**src/rtl/bl_pkg.sv**
```systemverilog
package bl_pkg;

  typedef enum logic [1:0] {
    ST_IDLE  = 2'd0,
    ST_FIRST = 2'd1,
    ST_SECOND = 2'd2,
    ST_FINISH = 2'd3
  } bl_state_e;

  localparam logic [1:0] EN_NONE = 2'b00;
  localparam logic [1:0] EN_LO   = 2'b01;
  localparam logic [1:0] EN_HI   = 2'b10;
  localparam logic [1:0] EN_BOTH = 2'b11;

endpackage

```
**src/rtl/bl_lane_plan.sv**
```systemverilog
module bl_lane_plan
  import bl_pkg::*;
#(
  parameter int AW = 20,
  parameter int LW = 8,
  localparam int DW = 2 * LW
) (
  input  logic [AW-1:0] acc_addr,
  input  logic          acc_word,
  input  logic          acc_write,
  input  logic [DW-1:0] acc_wdata,
  input  logic          second_half,
  output logic [AW-1:0] cyc_addr,
  output logic [1:0]    cyc_en,
  output logic [DW-1:0] cyc_wdata,
  output logic          needs_split
);

  logic [LW-1:0] lo_b, hi_b;
  logic [DW-1:0] lanes;

  assign lo_b = acc_wdata[LW-1:0];
  assign hi_b = acc_wdata[DW-1:LW];
  assign needs_split = acc_word & acc_addr[0];

  always_comb begin
    if (second_half) begin
      cyc_addr = acc_addr + AW'(1);
      cyc_en   = EN_LO;
      lanes    = {{LW{1'b0}}, hi_b};
    end else begin
      cyc_addr = acc_addr;
      if (acc_word && !acc_addr[0]) begin
        cyc_en = EN_BOTH;
        lanes  = acc_wdata;
      end else if (acc_addr[0]) begin
        cyc_en = EN_HI;
        lanes  = {lo_b, {LW{1'b0}}};
      end else begin
        cyc_en = EN_LO;
        lanes  = {{LW{1'b0}}, lo_b};
      end
    end
    cyc_wdata = acc_write ? lanes : '0;
  end

endmodule

```
**src/rtl/bl_read_merge.sv**
```systemverilog
module bl_read_merge
  import bl_pkg::*;
#(
  parameter int LW = 8,
  localparam int DW = 2 * LW
) (
  input  logic [1:0]    cyc_en,
  input  logic          second_half,
  input  logic [DW-1:0] bus_rdata,
  input  logic [DW-1:0] partial,
  output logic [DW-1:0] merged
);

  always_comb begin
    if (second_half) begin
      merged = {bus_rdata[LW-1:0], partial[LW-1:0]};
    end else begin
      unique case (cyc_en)
        EN_BOTH: merged = bus_rdata;
        EN_HI:   merged = {{LW{1'b0}}, bus_rdata[DW-1:LW]};
        default: merged = {{LW{1'b0}}, bus_rdata[LW-1:0]};
      endcase
    end
  end

endmodule

```
**src/rtl/bytelane_seq.sv**
```systemverilog
module bytelane_seq
  import bl_pkg::*;
#(
  parameter int AW = 20,
  parameter int LW = 8,
  localparam int DW = 2 * LW
) (
  input  logic          clk,
  input  logic          rst,
  input  logic          req_valid,
  input  logic          req_write,
  input  logic          req_word,
  input  logic [AW-1:0] req_addr,
  input  logic [DW-1:0] req_wdata,
  output logic          busy,
  output logic          done,
  output logic [DW-1:0] rdata,
  output logic          mem_req,
  output logic          mem_we,
  output logic [AW-1:0] mem_addr,
  output logic [1:0]    mem_be,
  output logic [DW-1:0] mem_wdata,
  input  logic [DW-1:0] mem_rdata,
  input  logic          mem_ready
);

  bl_state_e     state;
  logic [AW-1:0] h_addr;
  logic          h_word, h_write;
  logic [DW-1:0] h_wdata;

  logic          in_idle;
  logic [AW-1:0] p_addr_in, p_addr_out;
  logic          p_word, p_write, p_second, p_split;
  logic [DW-1:0] p_wdata_in, p_wdata_out;
  logic [1:0]    p_en;
  logic [DW-1:0] merged;

  assign in_idle    = (state == ST_IDLE);
  assign p_addr_in  = in_idle ? req_addr  : h_addr;
  assign p_word     = in_idle ? req_word  : h_word;
  assign p_write    = in_idle ? req_write : h_write;
  assign p_wdata_in = in_idle ? req_wdata : h_wdata;
  assign p_second   = (state == ST_FIRST);

  bl_lane_plan #(.AW(AW), .LW(LW)) u_plan (
    .acc_addr    (p_addr_in),
    .acc_word    (p_word),
    .acc_write   (p_write),
    .acc_wdata   (p_wdata_in),
    .second_half (p_second),
    .cyc_addr    (p_addr_out),
    .cyc_en      (p_en),
    .cyc_wdata   (p_wdata_out),
    .needs_split (p_split)
  );

  bl_read_merge #(.LW(LW)) u_merge (
    .cyc_en      (mem_be),
    .second_half (state == ST_SECOND),
    .bus_rdata   (mem_rdata),
    .partial     (rdata),
    .merged      (merged)
  );

  always_ff @(posedge clk) begin
    if (rst) begin
      state     <= ST_IDLE;
      h_addr    <= '0;
      h_word    <= 1'b0;
      h_write   <= 1'b0;
      h_wdata   <= '0;
      busy      <= 1'b0;
      done      <= 1'b0;
      rdata     <= '0;
      mem_req   <= 1'b0;
      mem_we    <= 1'b0;
      mem_addr  <= '0;
      mem_be    <= EN_NONE;
      mem_wdata <= '0;
    end else begin
      unique case (state)
        ST_IDLE: begin
          done <= 1'b0;
          if (req_valid) begin
            h_addr    <= req_addr;
            h_word    <= req_word;
            h_write   <= req_write;
            h_wdata   <= req_wdata;
            mem_addr  <= p_addr_out;
            mem_be    <= p_en;
            mem_wdata <= p_wdata_out;
            mem_we    <= req_write;
            mem_req   <= 1'b1;
            busy      <= 1'b1;
            state     <= ST_FIRST;
          end
        end
        ST_FIRST: begin
          if (mem_ready) begin
            if (!h_write) rdata <= merged;
            if (p_split) begin
              mem_addr  <= p_addr_out;
              mem_be    <= p_en;
              mem_wdata <= p_wdata_out;
              state     <= ST_SECOND;
            end else begin
              mem_req   <= 1'b0;
              mem_we    <= 1'b0;
              mem_be    <= EN_NONE;
              mem_wdata <= '0;
              done      <= 1'b1;
              state     <= ST_FINISH;
            end
          end
        end
        ST_SECOND: begin
          if (mem_ready) begin
            if (!h_write) rdata <= merged;
            mem_req   <= 1'b0;
            mem_we    <= 1'b0;
            mem_be    <= EN_NONE;
            mem_wdata <= '0;
            done      <= 1'b1;
            state     <= ST_FINISH;
          end
        end
        default: begin
          done  <= 1'b0;
          busy  <= 1'b0;
          state <= ST_IDLE;
        end
      endcase
    end
  end

endmodule

```
**config.mk**
```make
export PLATFORM = sky130hd
export DESIGN_NAME = bytelane_seq
export DESIGN_NICKNAME = d
export VERILOG_FILES = /design/src/rtl/bl_pkg.sv /design/src/rtl/bl_lane_plan.sv /design/src/rtl/bl_read_merge.sv /design/src/rtl/bytelane_seq.sv
export SDC_FILE = /design/constraint.sdc
export NUM_CORES = 1
export LEC_CHECK = 0
export BUFFER_PORTS_ARGS = -buffer_cell sky130_fd_sc_hd__buf_2
export CAP_MARGIN = 15
export CORE_MARGIN = 2
export CORE_UTILIZATION = 44
export DETAILED_ROUTE_END_ITERATION = 7
export PLACE_DENSITY = 0.79
export SYNTH_ARGS = -nofsm -noshare
export SYNTH_HDL_FRONTEND = slang
export SYNTH_SLANG_ARGS = --single-unit
```
**constraint.sdc**
```tcl
create_clock -name clk -period 3.8 [get_ports clk]
set_input_delay 0.38 -clock clk [delete_from_list [all_inputs] [get_ports clk]]
set_output_delay 0.38 -clock clk [all_outputs]
set_load 0.02 [all_outputs]
```
==> results.txt <==
The flow ran to the end, and the final reports show no timing, DRC or antenna violations. The post-cts sizing count is 0, and the count of filler cells inserted in the layout is 1,090. The run gives 0 as the setup fix buffers added after clock tree synthesis. In the final routed layout, each cell accounts on average for 15.9 um. The setup check on the worst reg-to-reg path leaves a slack of 790 ps.

On the final layout, the worst hold slack is 279 ps. The share of cells above drive strength 1 works out to 0.227. Kind of path behind the tightest hold check: input port to flop. Including well taps, the total number of placed cells is 822. In this run the critical register-to-register path is captured at mem_addr[12].

In this run the core area contains 39 standard-cell rows. The detailed router finished its first iteration with 322 violations. The post-route fraction of the period consumed by the critical path came out at 0.793. In the synthesized netlist, the cells that appear most often are sky130_fd_sc_hd__nand2_1, sky130_fd_sc_hd__dfxtp_1, sky130_fd_sc_hd__a21oi_1, sky130_fd_sc_hd__nor2_1, sky130_fd_sc_hd__mux2i_1.

Number of hold buffers added after CTS: 0. After detailed routing, the number of vias per cell comes to 5.67. In the synthesized netlist, the number of instances is 599.

For this run, the number of Yosys warnings is 0. Most common flop cell mapped by yosys: sky130_fd_sc_hd__dfxtp_1. Xor and xnor fraction of the mapped netlist area: 0.0104. The finished cells cover 5940 sq um. The overall power after layout came out at 4.89 mW. Number of global-route vias before repair: 4,395.

Clock skew on the completed layout was measured at 7.40 ps. The peak supply drop was 0.417 mV; the die boundary height was 111 um. Subtracting the final worst setup slack from the clock period gives 3010 ps. Clock-pin slew was measured on the worst setup and hold paths at 70 ps. The logs give 0.215 for the aggregate global-route resource usage and 4090 ps for the required time reported for the critical path endpoint. Along the worst hold path, the cell count comes to 3.

Power density over cell area: 823 nW/um^2. For the pin count of the biggest net entering global routing, the log shows 50. Count of cells along the worst register-to-register path: 7. The adder and majority gate portion of the synthesized area came out at 0.0124.

After synthesis the netlist holds a flip-flop and latch count of 98. The run gives 2 as the largest buffer count on any clock path. The wire-length estimate of the detail-placed layout is 9690 um. The CTS buffer count came out at 9.

The critical path in this run is classified as flop to flop. The tools report the launch point of the worst reg-to-reg path as state[1]. The run gives 0 as the number of antenna violations at the first check in global routing.

Worst min-delay path endpoint: h_addr[18]. For this design the top-level I/O count stands at 116. After detailed placement, the total cell area comes to 5660 sq um.

Final critical-path setup slack: 787 ps. The count of antenna-violating nets left after detailed routing is 0. The worst setup path is captured at a flop.

Overall die width: 111 um. TritonCTS built the clock tree. For the remaining max-slew budget at the tightest pin, the log shows 0.367. In this run, synthesis inferred 0 flip-flops with an integrated enable.

In the post-synthesis netlist, the biggest area contributors are sky130_fd_sc_hd__dfxtp_1, sky130_fd_sc_hd__mux2i_1, sky130_fd_sc_hd__nand2_1, sky130_fd_sc_hd__a21oi_1, sky130_fd_sc_hd__nor2_1. The floorplan step defined a die boundary enclosing 12,300 sq um. The largest total area in the synthesized netlist belongs to sky130_fd_sc_hd__dfxtp_1. The finished layout holds 839 standard cells, fillers aside. Across the run, the number of max-cap violations was 0. The core area is 11,300 sq um, and the basic-gate share of the synthesized area counting and, or, nand and nor cells is 0.221. Derived from the worst setup path, the maximum achievable clock frequency is 0.332 GHz. The synthesized-area fraction occupied by ao, oa, aoi and oai cells is 0.191, and the sequential share of the synthesized area is 0.389. Synthesis produced a netlist with a net count of 662.

The weighted congestion at the end of routability-driven global placement was 0.889; the total number of vias was 4,753. The run gives 0 as the number of inserted diodes. Setup violations remaining at the end of the flow were counted as 0. The startpoint of the tightest hold check path is req_addr[18]. The max-slew violation total from the final report came out at 0. Compared with the post-synthesis result, the final layout area differs by 17.7%.

For the final routed database, the setup TNS stands at 0 ps. The tools report the clock sink count as 98. At the end of the flow, the number of nets in the layout was 754. The maximum fanout along the worst path was 30. For the unique cell type count in the Yosys netlist, the log shows 60. The async set or reset register ratio after synthesis works out to 0. The total overflow left after global routing is 0. The fraction of post-synthesis cell area in the top cell type by area was 0.389; the first-pass GRT wire length was 21,600 um. The routed design has 13,400 um of wire.

The transition time at the pin with the least slew margin is 949 ps. The effective utilization at floorplan is 0.446. The most frequent cell after synthesis is sky130_fd_sc_hd__nand2_1. The post-synthesis instance area was 5050 sq um. At the placement stage, the worst setup path has a slack of 747 ps. The worst setup path is launched from a flop. The mux share of post-synthesis cell area was 0.131. The combinational family with the most area after synthesis is simple AND/OR/NAND/NOR gates. Number of levels in the clock H-tree: 3. Clock latency on the worst-skew pair, taken at its later pin, is 350 ps. The pre-antenna-repair detailed-routing pass consisted of 5 iterations. Setup repair after global routing left no endpoint under its margin. The hold violation count in the final report came out at 0. Each instance of the synthesized netlist takes up on average 8.43 sq um. STA puts the critical path data arrival time at 3300 ps.

The post-layout utilization of the core was 0.525; the count of buffers inserted at the top-level ports was 115. After detailed routing, the number of remaining DRC violations is 0. The analysis attributes to cell leakage a power of 2.58 nW. Library cell used as clock root buffer: sky130_fd_sc_hd__clkbuf_16.
==> cells in the final DEF (no fill, tap or decap), types with 4 or more instances in the layout <==
cell,instances
sky130_fd_sc_hd__clkbuf_16,9
sky130_fd_sc_hd__nor2_1,58
sky130_fd_sc_hd__a211oi_1,21
sky130_fd_sc_hd__nand2_1,110
sky130_fd_sc_hd__buf_4,8
sky130_fd_sc_hd__dfxtp_1,98
sky130_fd_sc_hd__a21oi_1,63
sky130_fd_sc_hd__ha_1,4
sky130_fd_sc_hd__nor3b_1,9
sky130_fd_sc_hd__inv_1,6
sky130_fd_sc_hd__o22ai_1,9
sky130_fd_sc_hd__mux2i_1,47
sky130_fd_sc_hd__nor2b_1,5
sky130_fd_sc_hd__nand3b_1,4
sky130_fd_sc_hd__nand3_1,23
sky130_fd_sc_hd__nand4_1,6
sky130_fd_sc_hd__a22oi_1,16
sky130_fd_sc_hd__mux4_2,7
sky130_fd_sc_hd__xnor2_1,4
sky130_fd_sc_hd__buf_2,115
==> how the worst max path moves through the flow <==
| stage | endpoint | cells past startpoint | slack (ps) | from |
|---|---|---|---|---|
| after detailed placement | mem_addr[10] | 7 | 750 | state[1] |
| after floorplan | mem_addr[12] | 12 | 1120 | state[0] |
| after global placement | mem_addr[5] | 7 | 870 | state[1] |
| after CTS | mem_addr[10] | 7 | 790 | state[1] |
| final | mem_addr[12] | 7 | 790 | state[1] |
| after global routing | mem_addr[12] | 7 | 610 | state[1] |
==> area by class of cell <==
type / instances / area, sq um / area share
well taps: 143 / 179 / 0.0301
clock inverters: 6 / 41.3 / 0.00695
multi-input cells: 452 / 2870 / 0.483
repair buffers: 123 / 636 / 0.107
flip-flops and latches: 98 / 1960 / 0.330
clock buffers: 10 / 229 / 0.0385
inverters: 7 / 26.3 / 0.00442
==> power by group <==
part	internal [mW]	switching (mW)
combinational	0.965	1.57
sequential	1.33	0.186
clock	0.446	0.400
==> routing by layer <==
metal	wire, um	GRT usage	vias up
li1	-	-	2346
met4	248	0.0815	0
met5	0	0	-
met2	6520	0.355	163
met3	1000	0.0508	23
met1	5590	0.274	2221
==> state kept, by name (all words and copies together) (netlist names) <==
name / flops
h_addr: 20
mem_addr: 20
h_wdata: 16
mem_wdata: 16
rdata: 16
mem_be: 2
state: 2
busy: 1
done: 1
h_word: 1
h_write: 1
mem_req: 1
mem_we: 1
==> logic make-up after synthesis <==
| family | Yosys count |
|---|---|
| AO/OA/AOI/OAI | 144 |
| XOR/XNOR | 6 |
| adder cells (fa/ha/maj) | 5 |
| buffers and inverters | 49 |
| flip-flops | 98 |
| multiplexers | 57 |
| AND/OR/NAND/NOR | 240 |
==> worst max-delay path, cell delays in order, from the launching register on <==
cell,delay (ps)
sky130_fd_sc_hd__dfxtp_1,340
sky130_fd_sc_hd__inv_1,120
sky130_fd_sc_hd__ha_1,670
sky130_fd_sc_hd__inv_2,180
sky130_fd_sc_hd__a211o_1,350
sky130_fd_sc_hd__a21o_1,530
sky130_fd_sc_hd__or4_1,660
sky130_fd_sc_hd__nand3_1,90
Note: power is estimated with default switching activity, not from simulation.
